## src/rtl/fchg_pkg.sv

```systemverilog
package fchg_pkg;

  localparam int MR_ENTRIES = 8;
  localparam logic [2:0] MR_LAST_IDX = 3'd6;
  localparam logic [2:0] MR_LAST_ENTRY = 3'd7;
  localparam logic [5:0] SR_CODE = 6'h23;

  typedef enum logic [3:0] {
    ST_IDLE,
    ST_PORT,
    ST_QUEUE,
    ST_SR_IN,
    ST_INIT_LO,
    ST_CLK,
    ST_INIT_HI,
    ST_GUARD,
    ST_SR_OUT,
    ST_MRW,
    ST_ACK
  } seq_state_e;

endpackage

```

## src/rtl/fchg_wait_timer.sv

```systemverilog
module fchg_wait_timer #(
  parameter int W = 16
) (
  input  logic         clk,
  input  logic         rst_n,
  input  logic         stall_i,
  input  logic         clr_i,
  input  logic [W-1:0] limit_i,
  output logic         err_o
);

  logic [W-1:0] cnt_q;
  logic [W:0]   seen;
  logic         err_q;

  // number of consecutive unmet samples including the current one
  assign seen = {1'b0, cnt_q} + (W+1)'(1);

  always_ff @(posedge clk or negedge rst_n) begin
    if (!rst_n) begin
      cnt_q <= '0;
      err_q <= 1'b0;
    end else begin
      if (!stall_i) begin
        cnt_q <= '0;
      end else if (cnt_q != '1) begin
        cnt_q <= cnt_q + W'(1);
      end
      if (clr_i) begin
        err_q <= 1'b0;
      end else if (stall_i && (seen >= {1'b0, limit_i})) begin
        err_q <= 1'b1;
      end
    end
  end

  assign err_o = err_q;

  assert_err_sticky_R9: assert property (@(posedge clk) disable iff (!rst_n)
    (err_q && !clr_i) |=> err_q);

  assert_err_needs_stall_R9: assert property (@(posedge clk) disable iff (!rst_n)
    $rose(err_q) |-> $past(stall_i));

endmodule

```

## src/rtl/fchg_guard_timer.sv

```systemverilog
module fchg_guard_timer #(
  parameter int W = 16
) (
  input  logic         clk,
  input  logic         rst_n,
  input  logic         load_i,
  input  logic         en_i,
  input  logic [W-1:0] val_i,
  output logic         expire_o
);

  logic [W-1:0] cnt_q;

  always_ff @(posedge clk or negedge rst_n) begin
    if (!rst_n) begin
      cnt_q <= '0;
    end else if (load_i) begin
      cnt_q <= val_i;
    end else if (en_i && (cnt_q > W'(1))) begin
      cnt_q <= cnt_q - W'(1);
    end
  end

  assign expire_o = (cnt_q <= W'(1));

  assert_guard_descends_R6: assert property (@(posedge clk) disable iff (!rst_n)
    (en_i && !load_i && !expire_o) |=> (cnt_q < $past(cnt_q)));

endmodule

```

## src/rtl/fchg_mr_walker.sv

```systemverilog
module fchg_mr_walker
  import fchg_pkg::*;
#(
  parameter int RANK_W = 2,
  parameter int MR_W   = 16
) (
  input  logic                     clk,
  input  logic                     rst_n,
  input  logic                     load_i,
  input  logic                     step_i,
  input  logic [RANK_W-1:0]        rank_cnt_i,
  input  logic [MR_ENTRIES*MR_W-1:0] tab_i,
  output logic [RANK_W-1:0]        rank_o,
  output logic [2:0]               idx_o,
  output logic [MR_W-1:0]          data_o,
  output logic                     last_o
);

  logic [MR_W-1:0]   word [MR_ENTRIES];
  logic [RANK_W-1:0] rank_q;
  logic [2:0]        idx_q;
  logic [2:0]        sel;

  for (genvar g = 0; g < MR_ENTRIES; g++) begin : g_unpack
    assign word[g] = tab_i[g*MR_W +: MR_W];
  end

  // the final index of each rank is fed from the spare top table slot
  assign sel    = (idx_q == MR_LAST_IDX) ? MR_LAST_ENTRY : idx_q;
  assign data_o = word[sel];
  assign last_o = (idx_q == MR_LAST_IDX) && (rank_q >= rank_cnt_i);
  assign rank_o = rank_q;
  assign idx_o  = idx_q;

  always_ff @(posedge clk or negedge rst_n) begin
    if (!rst_n) begin
      rank_q <= '0;
      idx_q  <= '0;
    end else if (load_i) begin
      rank_q <= RANK_W'(1);
      idx_q  <= '0;
    end else if (step_i) begin
      if (idx_q == MR_LAST_IDX) begin
        idx_q  <= '0;
        rank_q <= rank_q + RANK_W'(1);
      end else begin
        idx_q <= idx_q + 3'd1;
      end
    end
  end

  assert_idx_range_R7: assert property (@(posedge clk) disable iff (!rst_n)
    idx_q <= MR_LAST_IDX);

endmodule

```

## src/rtl/fchg_seq.sv

```systemverilog
module fchg_seq
  import fchg_pkg::*;
#(
  parameter int PS_W    = 2,
  parameter int RANK_W  = 2,
  parameter int MR_W    = 16,
  parameter int GUARD_W = 16,
  parameter int TO_W    = 16
) (
  input  logic                       clk,
  input  logic                       rst_n,
  input  logic                       start_i,
  input  logic [PS_W-1:0]            pstate_i,
  input  logic [RANK_W-1:0]          rank_cnt_i,
  input  logic [GUARD_W-1:0]         guard_cyc_i,
  input  logic [TO_W-1:0]            timeout_cyc_i,
  input  logic [MR_ENTRIES*MR_W-1:0] mr_tab_i,
  input  logic                       rd_busy_i,
  input  logic                       wr_busy_i,
  input  logic                       wq_empty_i,
  input  logic                       rq_empty_i,
  input  logic [5:0]                 op_mode_i,
  input  logic                       init_done_i,
  input  logic                       clk_sw_done_i,
  input  logic                       mrw_done_i,
  input  logic                       cfg_ack_i,
  output logic                       cfg_done_o,
  output logic                       port_en_o,
  output logic                       hif_dis_o,
  output logic                       sr_req_o,
  output logic [PS_W-1:0]            pstate_o,
  output logic                       refresh_lvl_o,
  output logic                       init_start_o,
  output logic                       clk_sw_req_o,
  output logic                       mrw_req_o,
  output logic [RANK_W-1:0]          mrw_rank_o,
  output logic [2:0]                 mrw_idx_o,
  output logic [MR_W-1:0]            mrw_data_o,
  output logic                       done_o,
  output logic                       err_o
);

  seq_state_e        state_q;
  logic [PS_W-1:0]   ps_lat_q;
  logic [RANK_W-1:0] rank_lat_q;
  logic              cfg_done_q, port_en_q, hif_dis_q, sr_req_q;
  logic [PS_W-1:0]   pstate_q;
  logic              rfl_q, init_q, clk_req_q, done_q;

  logic met, waiting, stall, start_acc;
  logic guard_load, guard_exp;
  logic walk_load, walk_step, walk_last;

  // wait condition of the current state
  always_comb begin
    unique case (state_q)
      ST_PORT:    met = !rd_busy_i && !wr_busy_i;
      ST_QUEUE:   met = wq_empty_i && rq_empty_i;
      ST_SR_IN:   met = (op_mode_i == SR_CODE);
      ST_INIT_LO: met = !init_done_i;
      ST_CLK:     met = clk_sw_done_i;
      ST_INIT_HI: met = init_done_i;
      ST_SR_OUT:  met = (op_mode_i != SR_CODE);
      ST_MRW:     met = mrw_done_i;
      ST_ACK:     met = cfg_ack_i;
      default:    met = 1'b0;
    endcase
  end

  assign waiting    = (state_q != ST_IDLE) && (state_q != ST_GUARD);
  assign stall      = waiting && !met;
  assign start_acc  = (state_q == ST_IDLE) && start_i;
  assign guard_load = (state_q == ST_INIT_HI) && met;
  assign walk_load  = (state_q == ST_SR_OUT) && met;
  assign walk_step  = (state_q == ST_MRW) && met;

  fchg_wait_timer #(.W(TO_W)) u_timer (
    .clk     (clk),
    .rst_n   (rst_n),
    .stall_i (stall),
    .clr_i   (start_acc),
    .limit_i (timeout_cyc_i),
    .err_o   (err_o)
  );

  fchg_guard_timer #(.W(GUARD_W)) u_guard (
    .clk      (clk),
    .rst_n    (rst_n),
    .load_i   (guard_load),
    .en_i     (state_q == ST_GUARD),
    .val_i    (guard_cyc_i),
    .expire_o (guard_exp)
  );

  fchg_mr_walker #(.RANK_W(RANK_W), .MR_W(MR_W)) u_walker (
    .clk        (clk),
    .rst_n      (rst_n),
    .load_i     (walk_load),
    .step_i     (walk_step),
    .rank_cnt_i (rank_lat_q),
    .tab_i      (mr_tab_i),
    .rank_o     (mrw_rank_o),
    .idx_o      (mrw_idx_o),
    .data_o     (mrw_data_o),
    .last_o     (walk_last)
  );

  always_ff @(posedge clk or negedge rst_n) begin
    if (!rst_n) begin
      state_q    <= ST_IDLE;
      ps_lat_q   <= '0;
      rank_lat_q <= '0;
      cfg_done_q <= 1'b1;
      port_en_q  <= 1'b1;
      hif_dis_q  <= 1'b0;
      sr_req_q   <= 1'b0;
      pstate_q   <= '0;
      rfl_q      <= 1'b0;
      init_q     <= 1'b0;
      clk_req_q  <= 1'b0;
      done_q     <= 1'b0;
    end else begin
      done_q <= 1'b0;
      unique case (state_q)
        ST_IDLE: if (start_i) begin
          ps_lat_q   <= pstate_i;
          rank_lat_q <= rank_cnt_i;
          cfg_done_q <= 1'b0;
          port_en_q  <= 1'b0;
          state_q    <= ST_PORT;
        end
        ST_PORT: if (met) begin
          hif_dis_q <= 1'b1;
          state_q   <= ST_QUEUE;
        end
        ST_QUEUE: if (met) begin
          sr_req_q <= 1'b1;
          state_q  <= ST_SR_IN;
        end
        ST_SR_IN: if (met) begin
          pstate_q <= ps_lat_q;
          rfl_q    <= ~rfl_q;
          init_q   <= 1'b1;
          state_q  <= ST_INIT_LO;
        end
        ST_INIT_LO: if (met) begin
          clk_req_q <= 1'b1;
          state_q   <= ST_CLK;
        end
        ST_CLK: if (met) begin
          clk_req_q <= 1'b0;
          init_q    <= 1'b0;
          state_q   <= ST_INIT_HI;
        end
        ST_INIT_HI: if (met) begin
          state_q <= ST_GUARD;
        end
        ST_GUARD: if (guard_exp) begin
          sr_req_q <= 1'b0;
          state_q  <= ST_SR_OUT;
        end
        ST_SR_OUT: if (met) begin
          state_q <= ST_MRW;
        end
        ST_MRW: if (met && walk_last) begin
          hif_dis_q  <= 1'b0;
          port_en_q  <= 1'b1;
          cfg_done_q <= 1'b1;
          state_q    <= ST_ACK;
        end
        ST_ACK: if (met) begin
          done_q  <= 1'b1;
          state_q <= ST_IDLE;
        end
        default: state_q <= ST_IDLE;
      endcase
    end
  end

  assign cfg_done_o    = cfg_done_q;
  assign port_en_o     = port_en_q;
  assign hif_dis_o     = hif_dis_q;
  assign sr_req_o      = sr_req_q;
  assign pstate_o      = pstate_q;
  assign refresh_lvl_o = rfl_q;
  assign init_start_o  = init_q;
  assign clk_sw_req_o  = clk_req_q;
  assign mrw_req_o     = (state_q == ST_MRW);
  assign done_o        = done_q;

  assert_port_gate_R2: assert property (@(posedge clk) disable iff (!rst_n)
    $rose(hif_dis_q) |-> (!port_en_q && $past(!rd_busy_i) && $past(!wr_busy_i)));

  assert_sr_entry_R3: assert property (@(posedge clk) disable iff (!rst_n)
    $rose(sr_req_q) |-> (hif_dis_q && $past(wq_empty_i) && $past(rq_empty_i)));

  assert_init_in_sr_R4: assert property (@(posedge clk) disable iff (!rst_n)
    $rose(init_q) |-> (sr_req_q && ($past(op_mode_i) == SR_CODE)));

  assert_clk_inside_init_R5: assert property (@(posedge clk) disable iff (!rst_n)
    clk_req_q |-> init_q);

  assert_sr_exit_quiet_R6: assert property (@(posedge clk) disable iff (!rst_n)
    $fell(sr_req_q) |-> (!init_q && !clk_req_q && hif_dis_q));

  assert_mrw_out_of_sr_R7: assert property (@(posedge clk) disable iff (!rst_n)
    mrw_req_o |-> (!sr_req_q && hif_dis_q && !port_en_q));

  assert_done_single_R8: assert property (@(posedge clk) disable iff (!rst_n)
    done_q |=> !done_q);

  assert_start_ignored_R10: assert property (@(posedge clk) disable iff (!rst_n)
    (state_q != ST_IDLE) |=> ($stable(ps_lat_q) && $stable(rank_lat_q)));

endmodule

```

## config.mk

```make
export PLATFORM = sky130hd
export DESIGN_NAME = fchg_seq
export DESIGN_NICKNAME = d
export VERILOG_FILES = /design/src/rtl/fchg_pkg.sv /design/src/rtl/fchg_wait_timer.sv /design/src/rtl/fchg_guard_timer.sv /design/src/rtl/fchg_mr_walker.sv /design/src/rtl/fchg_seq.sv
export SDC_FILE = /design/constraint.sdc
export NUM_CORES = 1
export LEC_CHECK = 0
export BUFFER_PORTS_ARGS = -buffer_cell sky130_fd_sc_hd__buf_4
export CORE_MARGIN = 1.5
export CORE_UTILIZATION = 45
export CTS_CLUSTER_DIAMETER = 80
export DETAILED_ROUTE_END_ITERATION = 6
export PLACE_DENSITY = 0.79
export REMOVE_ABC_BUFFERS = 1
export SLEW_MARGIN = 40
export SYNTH_ARGS = -nofsm -noshare
export SYNTH_HDL_FRONTEND = slang
export SYNTH_SLANG_ARGS = --single-unit
```

## constraint.sdc

```tcl
create_clock -name clk -period 5.02 [get_ports clk]
set_input_delay 1.506 -clock clk [delete_from_list [all_inputs] [get_ports clk]]
set_output_delay 1.506 -clock clk [all_outputs]
set_load 0.01 [all_outputs]
```

* Yosys cells after proc, flatten, opt, wreduce, memory -nomap -nowiden
Cells that the tools add are included.
Cells by class: $add $sub $neg 5, $lt $le $gt $ge 5, eq/ne operators 27, multiplexer cells 42, bitwise logic cells 2, reductions and logical operators 36
Operators by type and width (count):
- $mux 16 | 6
- $bmux 16 s3 | 1
- $mux 4 | 11
- $pmux 4 s11 | 1
- $ne 2x2->1 const B | 11
- $reduce_bool 2->1 | 9
- $add 16x1->17 const B | 1
- $ge 17x16->1 | 1
- $add 16x1->16 const B | 1
- $eq 4x3->1 const B | 4
- $gt 16x1->1 const B | 1
- $le 16x1->1 const B | 1
- $ne 16x16->1 const B | 1
- $sub 16x1->16 const B | 1
- $reduce_and 3->1 | 5
- $eq 4x4->1 const B | 3
- $logic_and 1x1->1 | 12
- $mux 3 | 4
- $reduce_and 11->1 | 1
- $mux 1 | 10
- $pmux 1 s2 | 5
- $pmux 1 s9 | 1
- $eq 4x2->1 const B | 2
- $eq 6x6->1 const B | 1
- other kinds (16) | 23
Word-level totals: register bits 55, input port bits 181, output and inout bits 33, logic and storage cells 133

* Longest topological paths before layout
depth in word-level cells 8, depth in mapped cells 13, depth with buffers taken out 13

* Hierarchy
Synthesis repeated with hierarchy kept, for this count alone.
Second synthesis, totals: cells, all modules 539, area, all modules 5019.8 um2
By module, submodules not included:
- fchg_mr_walker | times used 1, cells an instance 145, area each 1521.5 um2, sequential area each 125.1 um2
- fchg_wait_timer | times used 1, cells an instance 157, area each 1395.1 um2, sequential area each 425.4 um2
- fchg_guard_timer | times used 1, cells an instance 114, area each 1067.3 um2, sequential area each 400.4 um2
- fchg_seq | times used 1, cells an instance 123, area each 1036.0 um2, sequential area each 426.7 um2

* Worst setup path before layout
Ideal clock, no wire load.
kind in2out, start input port mr_tab_i[80], end output port mrw_data_o[0], arrival 2.234 ns, data required time 3.514 ns, slack 1.280 ns, stages on the path 2, buffers on the path 0, cell sequence mux4_2 > mux2_2
Between the ends: word-level cells in the longest chain between the ends 3
Ends and longest elaborated chain:
- start: declaration | RTL line fchg_seq.sv:17 | input logic [MR_ENTRIES*MR_W-1:0] mr_tab_i,
- $bmux 16 s3 | RTL line fchg_mr_walker.sv:30 | assign data_o = word[sel];
- $mux 16 (not written as such) (2 in series) | RTL line fchg_mr_walker.sv:30
- end: declaration | RTL line fchg_seq.sv:38 | output logic [MR_W-1:0] mrw_data_o,
Every way passes these cells. The select of a mux whose other input is x is not followed.

* Final worst setup path
start input port mr_tab_i[43], end output port mrw_data_o[11]
Same word-level chain as after synthesis.

==> run_summary.xml <==
<?xml version="1.0" encoding="UTF-8"?>
<metrics>
  <group name="outcome">
    <metric name="outcome" unit="">complete, no violations</metric>
  </group>
  <group name="global_routing">
    <metric name="grt_max_degree" unit="">56</metric>
    <metric name="wire_length_of_the_first_global_routing_pass" unit="um">22790</metric>
    <metric name="vias_in_the_first_global_route" unit="">4892</metric>
    <metric name="groute.usage.overall" unit="">0.2582</metric>
    <metric name="grt_antenna_before_repair" unit="">0</metric>
    <metric name="gr_overflow_total" unit="">0</metric>
  </group>
  <group name="floorplanning">
    <metric name="floorplan.rows" unit="">36</metric>
    <metric name="initial_core_util" unit="">0.4656</metric>
    <metric name="fp.dieH" unit="um">103.8</metric>
    <metric name="dieArea" unit="sq um">10770</metric>
    <metric name="io_pins" unit="">214</metric>
    <metric name="floorplan.die.width" unit="um">103.8</metric>
    <metric name="core-area" unit="sq um">9819</metric>
  </group>
  <group name="power_and_ir_drop">
    <metric name="seqPwrFrac" unit="">0.349</metric>
    <metric name="post_route_total_power" unit="mW">2.402</metric>
    <metric name="internal_power" unit="mW">1.386</metric>
    <metric name="share_clk_of_total_power" unit="">0.103</metric>
    <metric name="fraction_of_power_spent_switching_nets" unit="">0.4230</metric>
    <metric name="sw_pwr" unit="mW">1.016</metric>
    <metric name="power-per-cell-area" unit="nW/um^2">377.6</metric>
    <metric name="cellLeakagePower" unit="nW">3.060</metric>
    <metric name="p_comb_frac" unit="">0.548</metric>
    <metric name="vdd_drop_max" unit="uV">184.7</metric>
  </group>
  <group name="critical_path">
    <metric name="critical_path.endpoint" unit="">mrw_data_o[11]</metric>
    <metric name="worstPathCellList" unit="">buf_4, nor2b_1, a211oi_1, a21oi_1, mux2_2, buf_4</metric>
    <metric name="worstSetupEndpointType" unit="">output port</metric>
    <metric name="critPathLaunch" unit="">mr_tab_i[43]</metric>
    <metric name="critical_path_depth" unit="">6</metric>
    <metric name="crit_buf_inv" unit="">2</metric>
    <metric name="crit_required" unit="ns">3.51</metric>
    <metric name="critPathArrivalTime" unit="ns">2.53</metric>
    <metric name="critPathMaxFanout" unit="">1</metric>
    <metric name="register_to_register_setup_slack" unit="ns">2.13</metric>
    <metric name="dominant_cell_type_by_count_on_the_critical_path" unit="">sky130_fd_sc_hd__buf_4</metric>
    <metric name="cp_top_family" unit="">compound AO/OA/AOI/OAI gates</metric>
    <metric name="crit_slowest_cell" unit="">sky130_fd_sc_hd__mux2_2</metric>
    <metric name="crit-reg2reg-launch" unit="">state_q[0]</metric>
    <metric name="crit_path_start_kind" unit="">primary input</metric>
    <metric name="cp_slowest_stage_delay" unit="ns">0.30</metric>
    <metric name="timing.setup.critical_path_class" unit="">in -&gt; out</metric>
    <metric name="worst_r2r_endpoint" unit="">u_timer.err_o</metric>
    <metric name="rr_worst_depth" unit="">6</metric>
  </group>
  <group name="clock_network">
    <metric name="cts_tree" unit="">yes</metric>
    <metric name="clock_path_buffers" unit="">2</metric>
    <metric name="sink_count" unit="">55</metric>
    <metric name="h-tree-depth" unit="">2</metric>
    <metric name="postCtsSetupRepairBufs" unit="">0</metric>
    <metric name="clk_pin_slew_worst_paths" unit="ns">0.10</metric>
    <metric name="clock_insertion_delay_worst_skew" unit="ns">0.31</metric>
    <metric name="cts_made_buffers" unit="">5</metric>
    <metric name="clockRootBuffer" unit="">sky130_fd_sc_hd__clkbuf_8</metric>
    <metric name="cts.repair.resized" unit="">0</metric>
    <metric name="ctsHoldBuffers" unit="">0</metric>
  </group>
  <group name="logic_synthesis">
    <metric name="seq_area_frac_synth" unit="">0.3013</metric>
    <metric name="synthesis.area" unit="sq um">4572</metric>
    <metric name="async_flop_share" unit="">1.000</metric>
    <metric name="synth_edf_count" unit="">0</metric>
    <metric name="synth_top_area_share" unit="">0.2956</metric>
    <metric name="yosys_most_used_dff" unit="">sky130_fd_sc_hd__dfrtp_1</metric>
    <metric name="synthDominantAreaCellType" unit="">sky130_fd_sc_hd__dfrtp_1</metric>
    <metric name="ys_top_cells_by_count" unit="">sky130_fd_sc_hd__dfrtp_1 (54), sky130_fd_sc_hd__a21oi_1 (46), sky130_fd_sc_hd__inv_1 (40), sky130_fd_sc_hd__nor2_1 (35), sky130_fd_sc_hd__nand2_1 (27)</metric>
    <metric name="synth_seq_cells" unit="">55</metric>
    <metric name="ys.warnings.count" unit="">0</metric>
    <metric name="postSynthCellCount" unit="">505</metric>
    <metric name="ys_types" unit="">62</metric>
    <metric name="leading_cell_types_by_total_area_after_synthesis" unit="">sky130_fd_sc_hd__dfrtp_1 (30%), sky130_fd_sc_hd__mux4_2 (7.9%), sky130_fd_sc_hd__ha_1 (5.7%), sky130_fd_sc_hd__mux2_2 (5.4%), sky130_fd_sc_hd__a21oi_1 (5.0%)</metric>
    <metric name="synth_most_common_cell" unit="">sky130_fd_sc_hd__dfrtp_1</metric>
    <metric name="avgSynthCellArea" unit="sq um">9.053</metric>
  </group>
  <group name="sta">
    <metric name="fin_crit_period" unit="ns">4.033</metric>
    <metric name="rsz0062_at_grt" unit="">false</metric>
    <metric name="finalSetupViolCount" unit="">0</metric>
    <metric name="hold_viol_final" unit="">0</metric>
    <metric name="final.period_utilization" unit="">0.8035</metric>
    <metric name="timing.slew.headroom" unit="">0.4593</metric>
    <metric name="max_transition_viols_final" unit="">0</metric>
    <metric name="timing.clock.skew" unit="ns">0.005266</metric>
    <metric name="timing.setup.tns" unit="ns">0</metric>
    <metric name="tightest_slew" unit="ns">0.7998</metric>
    <metric name="fmaxAchievable" unit="MHz">247.9</metric>
  </group>
  <group name="routing">
    <metric name="route.final.wire_length" unit="um">13890</metric>
    <metric name="drt-pass1-iter-count" unit="">4</metric>
    <metric name="routed-via-count" unit="">4596</metric>
    <metric name="routedWlPerCell" unit="um">16.65</metric>
    <metric name="drt_first_iter_violations" unit="">165</metric>
    <metric name="antenna_violation_net_count_after_detailed_routing" unit="">0</metric>
    <metric name="post-route-drc-count" unit="">0</metric>
    <metric name="vias_per_cell" unit="">5.511</metric>
  </group>
  <group name="finish">
    <metric name="area.growth.synth_to_final" unit="%">39.16</metric>
    <metric name="fillCellCount" unit="">827</metric>
    <metric name="drive_above_1_share" unit="">0.4066</metric>
    <metric name="insertedDiodeCount" unit="">0</metric>
    <metric name="fin_util" unit="">0.6479</metric>
    <metric name="final_nets" unit="">902</metric>
  </group>
  <group name="placed_design">
    <metric name="place_hpwl" unit="um">11220</metric>
    <metric name="gp_congestion" unit="">0.8616</metric>
    <metric name="buffer_ports.inserted" unit="">213</metric>
  </group>
  <group name="run">
    <metric name="drv_cap" unit="">0</metric>
  </group>
  <group name="hold_path">
    <metric name="hold_path_class" unit="">reg -&gt; reg</metric>
  </group>
</metrics>
kinds of logic after synthesis:
family | after synthesis | synth area share
flip-flops | 55 | 0.3013
AO/OA/AOI/OAI | 124 | 0.1752
XOR/XNOR | 29 | 0.05556
AND/OR/NAND/NOR | 152 | 0.1801
adder cells (fa/ha/maj) | 21 | 0.05747
multiplexers | 56 | 0.1735
buffers and inverters | 68 | 0.05692
metrics by stage:
stage	setup slack, ns	instance area, sq um	hold WS, ns	instances
finish	0.9867	6362	0.5031	834
global route	0.8486	6362	0.5259	834
CTS	0.9591	6349	0.5052	834
detailed placement	0.9689	6260	0.4822	826
global placement	0.9697	6256	0.4755	826
floorplan	0.3676	4462	0.4750	477
cells in the final DEF, fill, tap and decap left out, types with 17 or more instances in the layout:
master and instances:
sky130_fd_sc_hd__nor2b_1 17, sky130_fd_sc_hd__inv_1 40, sky130_fd_sc_hd__nor2_1 35, sky130_fd_sc_hd__nand2_1 27, sky130_fd_sc_hd__a21oi_1 45, sky130_fd_sc_hd__ha_1 21, sky130_fd_sc_hd__buf_4 216, sky130_fd_sc_hd__dfrtp_1 51
sky130_fd_sc_hd__mux2_2 22, sky130_fd_sc_hd__o21ai_0 26, sky130_fd_sc_hd__a211oi_1 19, sky130_fd_sc_hd__mux2i_1 17, sky130_fd_sc_hd__xnor2_1 21
metal layers:
layer	track usage	wire, um	share of wire
met1	0.2790	5166	0.37
met5	0	0	0
met3	0.05412	823	0.059
met4	0.08829	432	0.031
met2	0.4952	7466	0.54
worst min-delay path by stage:
stage           startpoint     endpoint  slack, ns  cells past startpoint
2_1_floorplan  ps_lat_q[0]  pstate_o[0]       0.47                      1
3_3_place_gp     port_en_o    port_en_o       0.48                      2
3_5_place_dp     hif_dis_o    hif_dis_o       0.48                      1
4_1_cts          hif_dis_o    hif_dis_o       0.51                      1
5_1_grt          hif_dis_o    hif_dis_o       0.53                      1
6_report         hif_dis_o    hif_dis_o       0.50                      1
registers in the layout, indices dropped and copies added (netlist names):
register         cells
u_walker.idx_o       3
u_walker.rank_o      2
ps_lat_q             2
done_o               1
u_guard.cnt_q       16
port_en_o            1
pstate_o             2
rank_lat_q           2
state_q              4
hif_dis_o            1
sr_req_o             1
refresh_lvl_o        1
u_timer.cnt_q       16
init_start_o         1
clk_sw_req_o         1
u_timer.err_o        1
power groups by stage:
stage          Clock [mW]  Sequential, mW  Combinational [mW]
2_1_floorplan           0           0.787               0.854
3_3_place_gp            0           0.824                1.26
3_5_place_dp            0           0.843                1.31
4_1_cts             0.252           0.836                1.31
5_1_grt             0.270           0.871                1.43
6_report            0.246           0.839                1.32
layout make-up:
| cell class | count | area (sq um) | share of cell area |
|---|---|---|---|
| clock buffer | 6 | 72.57 | 0.01141 |
| tap | 133 | 166.4 | 0.02616 |
| multi-input combinational | 382 | 2952 | 0.4639 |
| clock inverter | 2 | 16.27 | 0.002557 |
| sequential | 55 | 1384 | 0.2175 |
| inverter | 40 | 150.1 | 0.02360 |
| timing repair buffer | 216 | 1622 | 0.2549 |
No activity file was read; power rests on OpenSTA's default activity.
